**src/rtl/snoop_stripe_pkg.sv**
```systemverilog
package snoop_stripe_pkg;

    // 8-bit snoop state; any value outside the three codes is a countdown
    typedef logic [7:0] snoop_t;

    localparam snoop_t SNP_CHECK  = 8'hFF;
    localparam snoop_t SNP_NONE   = 8'hFE;
    localparam snoop_t SNP_STRIPE = 8'h00;

    typedef struct packed {
        logic busy;
        logic lane;   // 0: bus 0 owes the next striped byte, 1: bus 1
    } eng_t;

endpackage

```
**src/rtl/snoop_opcode_dec.sv**
```systemverilog
module snoop_opcode_dec
    import snoop_stripe_pkg::*;
#(
    parameter int           W         = 8,
    parameter int           SHORT_CNT = 4,
    parameter int           LONG_CNT  = 6,
    parameter logic [W-1:0] OP_FAST   = 8'h0B,
    parameter logic [W-1:0] OP_QOUT   = 8'h6B,
    parameter logic [W-1:0] OP_DIO    = 8'hBB,
    parameter logic [W-1:0] OP_QIO    = 8'hEB
) (
    input  logic [W-1:0] opcode,
    output snoop_t       load_val
);

    localparam snoop_t SHORT_V = snoop_t'(SHORT_CNT);
    localparam snoop_t LONG_V  = snoop_t'(LONG_CNT);

    always_comb begin
        if (opcode == OP_QIO) begin
            load_val = LONG_V;
        end else if (opcode == OP_FAST || opcode == OP_QOUT || opcode == OP_DIO) begin
            load_val = SHORT_V;
        end else begin
            load_val = SNP_NONE;
        end
    end

endmodule

```
**src/rtl/snoop_tracker.sv**
```systemverilog
module snoop_tracker
    import snoop_stripe_pkg::*;
#(
    parameter int W         = 8,
    parameter int SHORT_CNT = 4,
    parameter int LONG_CNT  = 6
) (
    input  logic         clk,
    input  logic         rst_n,
    input  logic         cs_idle,
    input  logic         beat_done,
    input  logic [W-1:0] opcode,
    output snoop_t       state_q
);

    snoop_t load_val;
    snoop_t state_d;

    snoop_opcode_dec #(
        .W        (W),
        .SHORT_CNT(SHORT_CNT),
        .LONG_CNT (LONG_CNT)
    ) u_dec (
        .opcode  (opcode),
        .load_val(load_val)
    );

    always_comb begin
        state_d = state_q;
        if (cs_idle) begin
            state_d = SNP_CHECK;
        end else if (beat_done) begin
            unique case (state_q)
                SNP_CHECK:            state_d = load_val;
                SNP_STRIPE, SNP_NONE: state_d = state_q;
                default:              state_d = state_q - 8'd1;
            endcase
        end
    end

    always_ff @(posedge clk or negedge rst_n) begin
        if (!rst_n) begin
            state_q <= SNP_CHECK;
        end else begin
            state_q <= state_d;
        end
    end

endmodule

```
**src/rtl/lane_router.sv**
```systemverilog
module lane_router #(
    parameter int W = 8
) (
    input  logic         run,
    input  logic         lane,
    input  logic         stripe_st,
    input  logic         dual,
    input  logic         tx_valid,
    input  logic [W-1:0] tx_data,
    input  logic [W-1:0] b0_rx,
    input  logic [W-1:0] b1_rx,
    input  logic         rx_full,
    output logic         tx_pop,
    output logic         b0_xfer,
    output logic         b1_xfer,
    output logic [W-1:0] b0_tx,
    output logic [W-1:0] b1_tx,
    output logic         rx_push,
    output logic [W-1:0] rx_data,
    output logic         underflow,
    output logic         overflow,
    output logic         beat_done,
    output logic         lane_next
);

    logic split;

    always_comb begin
        split     = stripe_st & dual;
        tx_pop    = 1'b0;
        b0_xfer   = 1'b0;
        b1_xfer   = 1'b0;
        b0_tx     = tx_data;
        b1_tx     = tx_data;
        rx_push   = 1'b0;
        rx_data   = b0_rx;
        underflow = 1'b0;
        overflow  = 1'b0;
        beat_done = 1'b0;
        lane_next = lane;
        if (run) begin
            if (!tx_valid) begin
                underflow = 1'b1;
                lane_next = 1'b0;
            end else begin
                tx_pop   = 1'b1;
                rx_push  = ~rx_full;
                overflow = rx_full;
                if (!split) begin
                    b0_xfer   = 1'b1;
                    b1_xfer   = dual;
                    beat_done = 1'b1;
                    lane_next = 1'b0;
                end else if (!lane) begin
                    b0_xfer   = 1'b1;
                    lane_next = 1'b1;
                end else begin
                    b1_xfer   = 1'b1;
                    rx_data   = b1_rx;
                    beat_done = 1'b1;
                    lane_next = 1'b0;
                end
            end
        end
    end

endmodule

```
**src/rtl/snoop_stripe_top.sv**
```systemverilog
module snoop_stripe_top
    import snoop_stripe_pkg::*;
#(
    parameter int DATA_W    = 8,
    parameter int SHORT_CNT = 4,
    parameter int LONG_CNT  = 6
) (
    input  logic              clk,
    input  logic              rst_n,
    input  logic              flush_start,
    input  logic              cs_idle,
    input  logic              two_mem,
    input  logic              sep_bus,
    input  logic              tx_valid,
    input  logic [DATA_W-1:0] tx_data,
    output logic              tx_pop,
    input  logic              rx_full,
    output logic              rx_push,
    output logic [DATA_W-1:0] rx_data,
    output logic              b0_xfer,
    output logic [DATA_W-1:0] b0_tx,
    input  logic [DATA_W-1:0] b0_rx,
    output logic              b1_xfer,
    output logic [DATA_W-1:0] b1_tx,
    input  logic [DATA_W-1:0] b1_rx,
    output logic              busy,
    output logic              striping,
    output logic              underflow,
    output logic              overflow
);

    eng_t   eng_d, eng_q;
    snoop_t state_q;
    logic   dual;
    logic   beat_done;
    logic   lane_next;

    assign dual     = two_mem & sep_bus;
    assign busy     = eng_q.busy;
    assign striping = (state_q == SNP_STRIPE);

    snoop_tracker #(
        .W        (DATA_W),
        .SHORT_CNT(SHORT_CNT),
        .LONG_CNT (LONG_CNT)
    ) u_track (
        .clk      (clk),
        .rst_n    (rst_n),
        .cs_idle  (cs_idle),
        .beat_done(beat_done),
        .opcode   (tx_data),
        .state_q  (state_q)
    );

    lane_router #(
        .W(DATA_W)
    ) u_route (
        .run      (eng_q.busy),
        .lane     (eng_q.lane),
        .stripe_st(striping),
        .dual     (dual),
        .tx_valid (tx_valid),
        .tx_data  (tx_data),
        .b0_rx    (b0_rx),
        .b1_rx    (b1_rx),
        .rx_full  (rx_full),
        .tx_pop   (tx_pop),
        .b0_xfer  (b0_xfer),
        .b1_xfer  (b1_xfer),
        .b0_tx    (b0_tx),
        .b1_tx    (b1_tx),
        .rx_push  (rx_push),
        .rx_data  (rx_data),
        .underflow(underflow),
        .overflow (overflow),
        .beat_done(beat_done),
        .lane_next(lane_next)
    );

    always_comb begin
        eng_d = eng_q;
        if (!eng_q.busy) begin
            if (flush_start) begin
                eng_d.busy = 1'b1;
                eng_d.lane = 1'b0;
            end
        end else begin
            eng_d.lane = lane_next;
            if (underflow) begin
                eng_d.busy = 1'b0;
            end
        end
    end

    always_ff @(posedge clk or negedge rst_n) begin
        if (!rst_n) begin
            eng_q <= '0;
        end else begin
            eng_q <= eng_d;
        end
    end

endmodule

```
**config.mk**
```make
export PLATFORM = sky130hd
export DESIGN_NAME = snoop_stripe_top
export DESIGN_NICKNAME = d
export VERILOG_FILES = /design/src/rtl/snoop_stripe_pkg.sv /design/src/rtl/snoop_opcode_dec.sv /design/src/rtl/snoop_tracker.sv /design/src/rtl/lane_router.sv /design/src/rtl/snoop_stripe_top.sv
export SDC_FILE = /design/constraint.sdc
export NUM_CORES = 1
export LEC_CHECK = 0
export BUFFER_PORTS_ARGS = -buffer_cell sky130_fd_sc_hd__buf_2
export CAP_MARGIN = 5
export CORE_UTILIZATION = 40
export DETAILED_ROUTE_END_ITERATION = 6
export PLACE_DENSITY = 0.83
export SYNTH_ARGS = -nofsm -noshare
export SYNTH_HDL_FRONTEND = slang
export SYNTH_SLANG_ARGS = --single-unit
```
**constraint.sdc**
```tcl
create_clock -name clk -period 3.75 [get_ports clk]
set_input_delay 0.75 -clock clk [delete_from_list [all_inputs] [get_ports clk]]
set_output_delay 0.75 -clock clk [all_outputs]
set_load 0.02 [all_outputs]
```
; ---- Word-level counts from Yosys, hierarchy flattened
; Index checks and enable logic that the tools add are counted.
[op_classes]
n_addsub = 1
n_eq_ne = 7
n_mux = 33
bitwise = 3
n_reduce_logical = 7
[op_table]
columns = op, n
row1 = 8-bit two-way mux, 8
row2 = "8-bit == test, second input constant", 4
row3 = 1-bit two-way mux, 22
row4 = 8-bit case mux with 2 select lines, 1
row5 = "8-bit by 4-bit == test with 1-bit output, second input constant", 1
row6 = "8-bit by 7-bit == test with 1-bit output, second input constant", 1
row7 = 8-bit logical NOT, 1
row8 = "8-bit by 1-bit subtractor with 8-bit output, second input constant", 1
row9 = 2-bit two-way mux, 2
row10 = 2-bit nonzero test, 2
row11 = 1-bit bitwise AND, 2
row12 = 1-bit logical OR, 2
row13 = "2-bit != test, second input constant", 1
row14 = 2-bit AND reduction, 1
row15 = 2-bit OR reduction, 1
row16 = 1-bit NOT, 1
[totals]
ff_bits = 10
input_bits = 32
elab_cells = 54

; ---- Depth between registers and ports, before layout
[depth]
word_depth = 8
ltp_mapped = 7
ltp_nobuf = 7

; ---- Hierarchy
; A second synthesis with hierarchy kept.
[unflattened]
cells_unflattened = 135
area_unflattened_um2 = 1221.2
[by_module_without_submodules]
columns = mod, n_inst, cells_each, area_per_inst_um2, seq_area_each_um2
row1 = snoop_tracker, 1, 71, 676.9, 210.2
row2 = lane_router, 1, 38, 340.3, 0.0
row3 = snoop_opcode_dec, 1, 17, 111.4, 0.0
row4 = snoop_stripe_top, 1, 9, 92.6, 50.0

; ---- Worst setup path before layout
; OpenSTA, ideal clock, no wires.
[synth_timing]
kind = reg-to-output
from = reg u_track.state_q[0]
to = out rx_data[6]
arrival_ps = 1880
required_time_ps = 3000
slack_ps = 1120
stages_incl_launch_ff = 8
path_buffers = 0
cell_sequence = dfstp_2 inv_1 ha_1 or4b_4 or2_4 clkinv_4 nand3_4 mux2_4
[synth_between]
elab_chain_len = 5
[synth_rtl]
columns = element, line_no
row1 = from (decl), snoop_tracker.sv:13  ; output snoop_t state_q
row2 = from (signal assigned), snoop_tracker.sv:45  ; state_q <= state_d;
row3 = 8-bit logical NOT, snoop_stripe_top.sv:40  ; assign striping = (state_q == SNP_STRIPE);
row4 = via striping, snoop_stripe_top.sv:27  ; output logic striping,
row5 = 1-bit bitwise AND, lane_router.sv:29  ; split = stripe_st & dual;
row6 = 8-bit two-way mux, lane_router.sv:49  ; if (!split) begin
row7 = 8-bit two-way mux, lane_router.sv:42  ; if (!tx_valid) begin
row8 = 8-bit two-way mux, lane_router.sv:41  ; if (run) begin
row9 = to (decl), snoop_stripe_top.sv:19  ; output logic [DATA_W-1:0] rx_data,
; The timed path passes the listed nets, and every way through them passes these cells.

; ---- Worst setup path in the final report
[layout_timing]
from = reg u_track.state_q[0]
to = out rx_data[1]
[layout_between]
elab_chain_len = 5
[layout_rtl]
columns = element, line_no
row1 = 8-bit logical NOT, snoop_stripe_top.sv:40
row2 = 1-bit bitwise AND, lane_router.sv:29
row3 = 8-bit two-way mux, lane_router.sv:49
row4 = 8-bit two-way mux, lane_router.sv:42
row5 = 8-bit two-way mux, lane_router.sv:41
; Every way passes these cells.

==> key figures <==
Final layout
  – Post-Layout Cell Count: between 150 and 200
  – Layout overhead on the synthesized area: 25.18%
  – Fraction of layout cells with a size suffix above 1: 0.5385
  – Layout Nets: 206
  – Fill count: between 200 and 250
  – Diodes inserted: 0

Critical path
  – CP arrival: around 2.4 ns
  – Crit Path Category: register to output pin
  – Crit start category: register
  – Worst-path maximum fanout: 8
  – Critical path required time: around 3 ns
  – Worst setup EP type: output pin
  – Origin of the critical flop-to-flop path: u_track.state_q[0]$_DFFE_PN1P_
  – CP Launch Point: u_track.state_q[0]$_DFFE_PN1P_

Clock tree
  – Root buf cell: clkbuf_4
  – Clock Latency Late Sink: 0.27 ns
  – PostCTS Resize Cnt: 0
  – CTS Hold Bufs: 0
  – Setup Buffers After CTS: 0
  – CTS tree: yes
  – CTS sink count: 10
  – H-tree levels: 1
  – Bufs on Longest Clock Path: 2
  – Worst-path clk slew: 0.07 ns
  – Num CTS Buffers: 3

Power
  – Switching power: between 0.1 and 0.15 mW
  – Power Density: approximately 260 mW/mm^2
  – Maximum vdd drop: approximately 160 uV
  – Seq pwr share: 0.350
  – Sw Ratio: 0.3575
  – Clock share of power: 0.297
  – Leakage power total: ~0.63 nW
  – Logic pwr share: 0.353
  – Internal: 0.2184 mW

Floorplanning
  – Initial Util: 0.4230
  – Die X-Extent: between 50 and 60 um
  – Core area: 0.002455 mm^2
  – Num rows: 18
  – Die height: 52.96 um
  – Die area: between 0.002 and 0.003 mm^2
  – I/O pin count: 64

Timing
  – Count of final setup violators: 0
  – Slew margin rel.: 0.4148
  – Slew Viols, Final: 0
  – Max Freq: about 320 MHz
  – RSZ-0062 raised after global routing: no
  – Final Hold Viols: 0
  – Tmin final: around 3.1 ns
  – Crit share post-route: 0.8256
  – Actual slew at the worst max-slew pin: around 0.87 ns
  – Clk_skew: 0.004523 ns
  – Post-route worst setup slack: approximately 0.65 ns
  – Setup_tns: 0 ns

Placed design
  – IO buf count: 63
  – HPWL after DPL: 2.151 mm
  – Dpl ws: between 0.9 and 1 ns
  – Routability congestion estimate: about 0.86
  – Placed cells: 195

Logic synthesis
  – Share of the synthesized area in the top cell type: 0.2024
  – Seq/Total Area, Yosys: 0.2506
  – #FFs+latches synth: 10
  – Yosys Warn Count: 0
  – Cell taking the most area after synthesis: dfstp_2
  – Post-Synthesis Cells: between 100 and 150
  – Number of synthesized flops with an enable pin: 0
  – Main synth FF type: dfstp_2
  – Syn avg cell area: between 8 and 9 um^2
  – Post-synthesis net count: 156
  – Yosys cell types: 37
  – Ys async rst share: 1.000
  – Cell Area, Synth: 0.001038 mm^2
  – Largest cells by area after synthesis: dfstp_2, buf_4, mux2_2

Detailed routing
  – DRC: 0
  – Routed len/inst: 13.85 um
  – Post-detailed-route count of antenna-violating nets: 0
  – Drt via density: roughly 5.7
  – DR vias: 1135
  – First-pass iteration count of the detailed router: 4
  – Initial DRC count: 44
  – Routed Wire Length: 2.757 mm

GRT
  – Grt ovf: 0
  – Initial antenna violation count: 0
  – Pin count of the biggest net entering global routing: 11
  – Total GRT Usage: 0.1915
  – Number of global-route vias before repair: slightly above 900
  – First-pass GRT wire length: roughly 3.9 mm

Run
  – Max Cap Viol: 0

Worst hold path
  – HP Class: primary input to async pin

Run status
  – Outcome: complete, no violations
-- through the flow --
step | hold WS [ns] | util | total power [mW] | instance area, um^2
after global placement | 0.5264 | 0.5148 | 0.2369 | 1264
final | 0.3253 | 0.5296 | 0.3399 | 1300
after floorplan | 0.4544 | - | 0.2018 | 1039
after detailed placement | 0.5344 | 0.5148 | 0.2403 | 1264
after global routing | 0.3321 | 0.5296 | 0.3582 | 1300
after CTS | 0.3342 | 0.5296 | 0.3406 | 1300
-- metal layers --
| metal | part of all wire | global-route usage |
|---|---|---|
| met1 | 0.39 | 0.2073 |
| met2 | 0.51 | 0.3734 |
| met3 | 0.084 | 0.02586 |
| met4 | 0.011 | 0.06140 |
| met5 | 0 | 0 |
-- cell usage in the layout (no fill, tap or decap), drive strengths merged, types with 2 or more instances in the layout --
cell	instances
dfrtp	2
nand2	4
ha	4
clkbuf	4
and4	2
o21a	2
buf	63
dfstp	8
a32oi	4
nor4	2
mux2	8
o2bb2ai	2
a31oi	2
nor2	13
o211ai	4
nand4	3
o21ai	8
o221ai	2
and4b	2
nand3	7
and3	4
inv	7
-- final cells by class --
class	count	area, um^2	share of cell area
inverters	8	35.03	0.02695
multi-input cells	84	615.6	0.4735
flip-flops and latches	10	260.3	0.2002
clock buffers	4	36.28	0.02791
well taps	30	37.54	0.02887
repair buffers	63	315.3	0.2425
-- cells in the mapped netlist, drive strengths merged, types with 2 or more instances --
library cell	count
mux2	8
clkbuf	2
and4b	2
and3	4
nand4	3
o221ai	2
inv	7
dfstp	8
o21a	2
nor4	2
nor2	13
o211ai	4
nand2	4
nand3	7
o21ai	8
ha	4
a32oi	4
buf	16
o2bb2ai	2
and4	2
dfrtp	2
a31oi	2
-- kinds of logic (layout without fill, tap and decap cells) --
family	Yosys count	count (layout)	synth area share
buf+inv	26	75	0.1566
mux	8	8	0.09036
fa+ha+maj	4	4	0.04819
flops	10	10	0.2506
simple gates	45	45	0.2663
compound gates	27	27	0.1880
-- path summary, 6_finish.rpt --
| path | endpoint | slack [ns] | depth (start not counted) |
|---|---|---|---|
| max | rx_data[1] | 0.65 | 8 |
| min | eng_q[0]$_DFFE_PN0P_ | 0.33 | 1 |
| max reg2reg | u_track.state_q[4]$_DFFE_PN1P_ | 1.71 | 6 |
| min reg2reg | u_track.state_q[7]$_DFFE_PN1P_ | 0.55 | 2 |
| max in group asynchronous | u_track.state_q[2]$_DFFE_PN1P_ | 3.17 | 1 |
| min in group clk | u_track.state_q[7]$_DFFE_PN1P_ | 0.55 | 2 |
-- state kept, by name, indices dropped and copies added (netlist names) --
register,flops
u_track.state_q,8
eng_q,1
busy,1
-- power groups by stage --
stage | clock network [mW] | logic, mW | registers (mW)
5_1_grt | 0.107 | 0.131 | 0.120
2_1_floorplan | 0 | 0.0801 | 0.122
3_5_place_dp | 0 | 0.120 | 0.121
6_report | 0.101 | 0.120 | 0.119
3_3_place_gp | 0 | 0.117 | 0.120
4_1_cts | 0.101 | 0.120 | 0.119
-- critical path, cell delays in order, from the launching register on --
cell,delay (ns)
dfstp_2,0.39
inv_1,0.11
ha_1,0.15
or4b_4,0.47
or2_4,0.28
clkinv_4,0.07
nand3_4,0.13
mux2_2,0.32
buf_2,0.16
(Power assumes the default switching activity.)
